## src/rtl/shift_in_pkg.sv

```systemverilog
package shift_in_pkg;
  localparam int unsigned DEF_WIDTH = 8;

  typedef enum logic [1:0] {
    ST_IDLE,
    ST_SHIFT,
    ST_DONE
  } sh_state_e;
endpackage

```

## src/rtl/shift_in_ctrl.sv

```systemverilog
module shift_in_ctrl
  import shift_in_pkg::*;
#(
  parameter int unsigned WIDTH = DEF_WIDTH,
  localparam int unsigned CNT_W = (WIDTH > 1) ? $clog2(WIDTH) : 1
) (
  input  logic             clk_i,
  input  logic             rst_ni,
  input  logic             start_i,
  output logic             shift_en_o,
  output logic             busy_o,
  output logic             done_o,
  output logic             irq_o,
  output logic [CNT_W-1:0] cnt_o
);
  localparam logic [CNT_W-1:0] LAST = CNT_W'(WIDTH - 1);

  sh_state_e        state_q;
  logic [CNT_W-1:0] cnt_q;
  logic             irq_q;
  logic             last_bit;

  assign last_bit = (cnt_q == LAST);

  always_ff @(posedge clk_i or negedge rst_ni) begin
    if (!rst_ni) begin
      state_q <= ST_IDLE;
      cnt_q   <= '0;
      irq_q   <= 1'b0;
    end else if (start_i) begin
      // read restarts regardless of state
      state_q <= ST_SHIFT;
      cnt_q   <= '0;
      irq_q   <= 1'b0;
    end else if (state_q == ST_SHIFT) begin
      cnt_q <= cnt_q + 1'b1;
      irq_q <= last_bit;
      if (last_bit) state_q <= ST_DONE;
    end else begin
      irq_q <= 1'b0;
    end
  end

  assign busy_o     = (state_q == ST_SHIFT);
  assign done_o     = (state_q == ST_DONE);
  assign irq_o      = irq_q;
  assign shift_en_o = busy_o & ~start_i;
  assign cnt_o      = cnt_q;
endmodule

```

## src/rtl/shift_in_dp.sv

```systemverilog
module shift_in_dp
  import shift_in_pkg::*;
#(
  parameter int unsigned WIDTH = DEF_WIDTH
) (
  input  logic             clk_i,
  input  logic             rst_ni,
  input  logic             shift_en_i,
  input  logic             sdata_i,
  output logic [WIDTH-1:0] data_o
);
  logic [WIDTH-1:0] sr_q;

  for (genvar i = 0; i < WIDTH; i++) begin : g_bit
    logic nxt;
    if (i == 0) begin : g_lsb
      assign nxt = sdata_i;
    end else begin : g_up
      assign nxt = sr_q[i-1];
    end

    always_ff @(posedge clk_i or negedge rst_ni) begin
      if (!rst_ni)         sr_q[i] <= 1'b0;
      else if (shift_en_i) sr_q[i] <= nxt;
    end
  end

  assign data_o = sr_q;
endmodule

```

## src/rtl/shift_in_reg.sv

```systemverilog
module shift_in_reg
  import shift_in_pkg::*;
#(
  parameter int unsigned WIDTH = DEF_WIDTH,
  localparam int unsigned CNT_W = (WIDTH > 1) ? $clog2(WIDTH) : 1
) (
  input  logic             clk_i,
  input  logic             rst_ni,
  input  logic             cs_i,
  input  logic             rd_i,
  output logic [WIDTH-1:0] rdata_o,
  output logic             busy_o,
  output logic             done_o,
  output logic             irq_o,
  output logic             sclk_o,
  input  logic             sdata_i
);
  logic             rd_hit;
  logic             shift_en;
  logic [WIDTH-1:0] data_q;
  logic [CNT_W-1:0] cnt_q;

  assign rd_hit = cs_i & rd_i;

  shift_in_ctrl #(.WIDTH(WIDTH)) u_ctrl (
    .clk_i      (clk_i),
    .rst_ni     (rst_ni),
    .start_i    (rd_hit),
    .shift_en_o (shift_en),
    .busy_o     (busy_o),
    .done_o     (done_o),
    .irq_o      (irq_o),
    .cnt_o      (cnt_q)
  );

  shift_in_dp #(.WIDTH(WIDTH)) u_dp (
    .clk_i      (clk_i),
    .rst_ni     (rst_ni),
    .shift_en_i (shift_en),
    .sdata_i    (sdata_i),
    .data_o     (data_q)
  );

  assign rdata_o = rd_hit ? data_q : '0;
  // pin only: idles high, mirrors clock during capture
  assign sclk_o  = ~busy_o | clk_i;
endmodule

```

## config.mk

```make
export PLATFORM = sky130hd
export DESIGN_NAME = shift_in_reg
export DESIGN_NICKNAME = d
export VERILOG_FILES = /design/src/rtl/shift_in_pkg.sv /design/src/rtl/shift_in_ctrl.sv /design/src/rtl/shift_in_dp.sv /design/src/rtl/shift_in_reg.sv
export SDC_FILE = /design/constraint.sdc
export NUM_CORES = 1
export LEC_CHECK = 0
export ABC_AREA = 1
export BUFFER_PORTS_ARGS = -buffer_cell sky130_fd_sc_hd__buf_2
export CAP_MARGIN = 20
export CORE_AREA = 2 2 43 45
export CTS_CLUSTER_SIZE = 10
export DETAILED_ROUTE_END_ITERATION = 6
export DIE_AREA = 0 0 45 47
export PLACE_DENSITY = 0.67
export SETUP_SLACK_MARGIN = 0.3
export SLEW_MARGIN = 5
export SYNTH_ARGS = -nofsm -noshare
export SYNTH_HDL_FRONTEND = slang
export SYNTH_SLANG_ARGS = --single-unit
```

## constraint.sdc

```tcl
create_clock -name clk_i -period 1.1 [get_ports clk_i]
set_input_delay 0 -clock clk_i [delete_from_list [all_inputs] [get_ports clk_i]]
set_output_delay 0 -clock clk_i [all_outputs]
set_load 0.1 [all_outputs]
```

==> results of run 1 <==
where the power goes:
group / total, µW / internal [µW] / switching [µW]
clock network: 1100 / 479 / 618
registers: 915 / 732 / 183
logic: 3070 / 1450 / 1620
cells by family (layout without fill, tap and decap cells):
logic type | Yosys count | after routing
and+or+nand+nor | 50 | 51
buffers and inverters | 16 | 69
DFF | 14 | 14
adders and majority gates | 2 | 2
AOI/OAI and AO/OA | 2 | 2
how the worst min path moves through the flow:
stage | from | end | slack [ps]
global route | rst_ni | u_dp.g_bit[7].nxt | 80
CTS | rd_i | u_ctrl.state_q[1] | 10
floorplan | rst_ni | u_ctrl.cnt_o[0] | -300
global placement | rst_ni | u_dp.data_o[7] | -90
detailed placement | rst_ni | u_dp.g_bit[7].nxt | -80
finish | rst_ni | u_dp.g_bit[7].nxt | 20
area by class of cell:
class	count	share of cell area [%]
well taps	17	1.405
inverters	13	3.388
repair buffers	48	37.44
clock buffers	8	4.545
flip-flops and latches	14	23.39
multi-input cells	55	29.83
stage by stage:
step,std cells,area (µm²)
4_1_cts,148,1413
2_1_floorplan,84,783.3
3_3_place_gp,119,1065
3_5_place_dp,119,1065
5_1_grt,155,1514
6_report,155,1514
registers in the layout, indices dropped and copies added (netlist names):
register        flops
u_ctrl.state_q      2
u_ctrl.irq_o        1
u_dp.data_o         1
u_ctrl.cnt_o        3
u_dp.g_bit.nxt      7
synth_stat cells:
| cell type | count | area, µm² |
|---|---|---|
| dfrtp_1 | 14 | 350.3 |
| inv_2 | 2 | 7.510 |
| nor2_4 | 1 | 11.26 |
| nor2_1 | 11 | 41.29 |
| buf_6 | 1 | 11.26 |
| or2_1 | 1 | 6.260 |
| nand3_2 | 1 | 10.01 |
| nand2_2 | 1 | 6.260 |
| o21ai_0 | 1 | 5.000 |
| nand3_1 | 14 | 70.07 |
| nand2_1 | 21 | 78.83 |
| ha_1 | 2 | 25.02 |
| a21oi_1 | 1 | 5.000 |
| buf_2 | 2 | 10.01 |
| inv_1 | 11 | 41.29 |
timing repair:
action,CTS,global route
resized for setup,27,12
endpoints found under the setup margin,27,27
pin swaps,9,8
cloned,2,0
hold buffers,3,0
hold endpoints to repair,16,0
buffers inserted,17,7
layer usage:
metal	GRT usage, %	part of all wire [%]	wire length, µm
met1	29.37	37	1095
met2	46.00	54	1574
met3	5.385	3.7	109
met4	27.06	5.3	155
met5	0	0	0
worst max-delay path: stages, from the launching register on:
cell and delay, ps:
dfrtp_2 450, inv_2 80, nand2_2 50, buf_4 130, buf_6 100, buf_4 120
buf_4 120, buf_6 120, nand3_2 60, nand2_1 70
==> impl_metrics.yaml, run 1 <==
drt:
  drt-total-wl_mm: 2.935
  vias: 815
  via_per_inst: 5.258
  routedWlPerCell_um: 18.94
  first_pass_iters: 4
  dr.first_iter.drc_count: 25
  drc_errors: 0
  ant_nets: 0
place:
  gp_congestion: 0.7716
  port_buffers: 16
  dpl.hpwl_mm: 1.143
  preCtsSetupSlack_ps: 4.936
setup_path:
  worstSetupStartpoint: "u_ctrl.state_q[1]"
  cp-start-kind: "flop"
  r2r_cells: 9
  worstPathMaxFanout: 3
  cp.arrival_ps: 1730
  worstSetupPathType: "flop to flop"
  required_ps: 1390
  timing.critical_path.to: "u_ctrl.cnt_o[0]"
  worstSetupEndpointType: "flop"
  r2r_start: "u_ctrl.state_q[1]"
  r2r_setup_slack_ps: -340
  r2r_end: "u_ctrl.cnt_o[0]"
cells_and_area:
  nets: 146
  final_cell_mix: "21 x buf_4, 16 x nand2_1, 14 x buf_12"
  seq_area_um2: 354.1
  fillers: 61
  area_growth_pct: 122.8
  diodes: 0
  drive_above_1_share_pct: 72.46
  utilization_pct: 91.67
  multiInputGateArea_um2: 451.7
  final_common_cell: "buf_4"
sta:
  slew_headroom_pct: 77.37
  rsz0062_at_grt: "yes"
  clock_skew_ps: 15.02
  hold_viol: 0
  fin_crit_sh_pct: 131.2
  finalWorstSetupSlack_ps: -342.9
  tightest_slew_ps: 339.5
  setup_tns_ps: -3063
  fmaxAchievable_mhz: 693.0
  slew_viol_final: 0
  fin_worst_hold_slack_ps: 17.74
  setup_violations: 20
  min_period_ps: 1443
clocking:
  clock_latency_ps: 410
  cts_tree: "yes"
  clkTransAtPathRegs_ps: 100
power:
  power_density_nw_per_um2: 3356
  fin_total_pwr_uw: 5080
  leakage_uw: 0.0007362
  vdd_ir_drop_max_uv: 3963
die:
  initial_core_util_pct: 41.14
  ios: 17
  core_area_um2: 1652
  fp-row-count: 15
  die-area_um2: 2115
  die_x_um: 45
  die_y_um: 47
worst_hold_path:
  min_path_type: "primary input to asynchronous set/reset pin"
status:
  violations: "negative setup slack"
  status: "finished with violations"
logic_synthesis:
  syn-cell-area_um2: 679.4
  ys_seq_elements: 14
  synth.yosys.seq_area_share_pct: 51.57
  synth_adder_area_share_pct: 3.683
  synth-warning-count: 0
  synth_top_family_by_area: "simple AND/OR/NAND/NOR gates"
  synth_mux_area_share_pct: 0
  synth_xor_xnor_area_share_pct: 0
  synthCells: 84
  synth_nets: 91
  synth-simple-area-share_pct: 32.97
  ys_types: 15
  synth_compound_area_share_pct: 1.473
  synth_area_per_cell_um2: 8.088
global_routing:
  grt_use_total_pct: 27.76
  gr-total-overflow: 0
  grt_pass1_vias: 887
  antenna_found_initial: 0
  grt_max_degree: 17
  grt_pass1_wl_mm: 3.891
run:
  cap_violations: 0
No activity file was read; power rests on OpenSTA's default activity.
==> run 2, diff against run 1 <==
--- a/config.mk
+++ b/config.mk
@@ -5,16 +5,15 @@
 export SDC_FILE = /design/constraint.sdc
 export NUM_CORES = 1
 export LEC_CHECK = 0
-export ABC_AREA = 1
 export BUFFER_PORTS_ARGS = -buffer_cell sky130_fd_sc_hd__buf_2
 export CAP_MARGIN = 20
 export CORE_AREA = 2 2 43 45
 export CTS_CLUSTER_SIZE = 10
 export DETAILED_ROUTE_END_ITERATION = 6
 export DIE_AREA = 0 0 45 47
-export PLACE_DENSITY = 0.67
+export PLACE_DENSITY = 0.68
 export SETUP_SLACK_MARGIN = 0.3
-export SLEW_MARGIN = 5
+export SLEW_MARGIN = 0
 export SYNTH_ARGS = -nofsm -noshare
 export SYNTH_HDL_FRONTEND = slang
 export SYNTH_SLANG_ARGS = --single-unit
==> run 2 against run 1 <==
The run still ends with negative setup slack left. Design area down 16%. Flip-flop and latch count did not move. Final cell count down 28%. Via count fell by 32%. Sequential power down 1%. First-iteration DRC count is 88% lower. Non-clock buffer count shrank 10. Synthesized area up 1.3%. Core utilization fell by 14 points.
==> impl_metrics.yaml, run 2 <==
status:
  status: "finished with violations"
  violations: "negative setup slack"
logic_synthesis:
  synth_edf_count: 0
  syn-cell-area_um2: 688.2
  synth_area_per_cell_um2: 13.23
  yosysTopAreaCell: "dfrtp_1"
  synthCells: 52
  yosys-top-cells-count: "14 x dfrtp_1, 8 x and3_1, 8 x mux2_4"
  synth.most_common_cell: "dfrtp_1"
  synth-warning-count: 0
  ys_types: 17
  synth_nets: 59
  ys.flop_type: "dfrtp_1"
  synth.yosys.seq_area_share_pct: 50.91
  synth_top_area_share_pct: 50.91
  synthArstFlopShare_pct: 100.0
  synth_area_leaders: "dfrtp_1 51%, mux2_4 17%, and3_1 7.3%"
  ys_seq_elements: 14
power:
  vdd_ir_drop_max_uv: 2317
  power_density_nw_per_um2: 3389
  leakage_uw: 0.0006136
die:
  core_area_um2: 1652
  die-area_um2: 2115
  initial_core_util_pct: 41.67
  ios: 17
  fp-row-count: 15
  die_y_um: 47
  die_x_um: 45
setup_path:
  critPathMaxStageDelay_ps: 400
  cp_cell_sequence: "nor2b_4 > buf_4 > buf_4 > buf_12"
  cp_top_family: "buffers and inverters"
  worstSetupPathType: "flop to output port"
  worstSetupEndpointType: "output port"
  cp_slowest_cell: "dfrtp_1"
  required_ps: 1100
  cpMostUsedCell: "buf_4"
  critPathBufInv: 3
  cp.arrival_ps: 1370
  cp-start-kind: "flop"
  worstPathMaxFanout: 3
global_routing:
  antenna_found_initial: 0
  grt_pass1_wl_mm: 2.663
  grt_use_total_pct: 19.82
  gr-total-overflow: 0
  grt_pass1_vias: 638
  grt_max_degree: 15
cells_and_area:
  fillers: 96
  nets: 103
  largest_reg_flops: 7
  final_cell_mix: "18 x buf_4, 13 x dfrtp_1, 12 x buf_12"
  area_growth_pct: 85.45
  utilization_pct: 77.27
  drive_above_1_share_pct: 70.53
  diodes: 0
  final_common_cell: "buf_4"
sta:
  finalWorstSetupSlack_ps: -267.2
  min_period_ps: 1367
  fin_worst_hold_slack_ps: 13.25
  setup_tns_ps: -1941
  tightest_slew_ps: 311.6
  hold_viol: 0
  slew_headroom_pct: 79.23
  clock_skew_ps: 5.824
  fmaxAchievable_mhz: 731.4
  setup_violations: 23
  rsz0062_at_grt: "yes"
  slew_viol_final: 0
  fin_crit_sh_pct: 124.3
drt:
  drt-total-wl_mm: 1.687
  routedWlPerCell_um: 15.06
  first_pass_iters: 4
  drc_errors: 0
  via_per_inst: 4.973
  dr.first_iter.drc_count: 3
  ant_nets: 0
  vias: 557
clocking:
  clock_latency_ps: 390
  clkTransAtPathRegs_ps: 90
  cts_tree: "yes"
worst_hold_path:
  min_path_type: "primary input to asynchronous set/reset pin"
run:
  cap_violations: 0
place:
  gp_congestion: 0.7872
  port_buffers: 16
  preCtsSetupSlack_ps: -67.70
  dpl.hpwl_um: 920.7
-- run 2: path summary, 6_finish.rpt --
check	startpoint	slack (ps)	depth (start not counted)	to
worst max register to register	u_ctrl.state_q[0]	-110	4	u_dp.g_bit[6].nxt
max in group asynchronous	rst_ni	830	2	u_ctrl.irq_o
min in group clk_i	cs_i	70	4	u_ctrl.irq_o
worst min register to register	u_dp.data_o[7]	620	2	u_dp.data_o[7]
worst max-delay path	u_ctrl.state_q[0]	-270	4	busy_o
worst min-delay path	rst_ni	10	2	u_ctrl.state_q[0]
-- run 2: worst reg2reg max path: stages (launching register included) --
cell	delay [ps]
dfrtp_1	400
nor2b_4	130
buf_4	150
nand2_8	110
mux2_4	320
-- run 2: cell type report --
type                    count  area, µm²  area share [%]
multi-input cells          34      395.4           30.98
well taps                  17      21.27           1.667
repair buffers             38      425.4           33.33
clock buffers               8      78.83           6.176
flip-flops and latches     14      351.6           27.55
inverters                   1      3.754          0.2941
-- run 2: repair_timing --
| action | 4_1_cts | 5_1_grt |
|---|---|---|
| pin swaps | 2 | 3 |
| buffers inserted | 8 | 3 |
| gates resized for setup | 12 | 2 |
| endpoints found under the setup margin | 27 | 27 |
| endpoints found under the hold margin | 20 | 0 |
| hold buffers | 5 | 0 |
-- run 2: layer usage --
metal | wire, µm | part of all wire [%] | vias to the layer above | global-route usage (%)
met5 | 0 | 0 | - | 0
met3 | 94 | 5.6 | 2 | 11.92
met2 | 902 | 53 | 20 | 32.29
met1 | 671 | 40 | 268 | 17.55
li1 | - | - | 267 | -
met4 | 18 | 1.1 | 0 | 16.47
-- run 2: logic make-up (layout without fill, tap and decap cells) --
family	after synthesis	count (layout)	share of synthesized area, %
flops	14	14	50.91
xor+xnor	1	1	1.273
compound gates	6	6	4.362
fa+ha+maj	2	2	3.636
buf+inv	4	47	3.272
mux	10	10	20.36
simple gates	15	15	16.18
-- run 2: per-stage QoR --
| stage | cell area [µm²] | total power [µW] | cells |
|---|---|---|---|
| after global placement | 1023 | 3146 | 89 |
| final | 1276 | 4325 | 112 |
| after detailed placement | 1023 | 3188 | 89 |
| after CTS | 1236 | 4182 | 109 |
| after floorplan | 747.0 | 2675 | 52 |
| after global routing | 1276 | 4550 | 112 |
-- run 2: power by group --
group / switching [µW] / leakage (µW) / internal, µW
Clock: 578 / 0.0000501 / 544
Sequential: 158 / 0.000167 / 745
Combinational: 1080 / 0.000397 / 1220
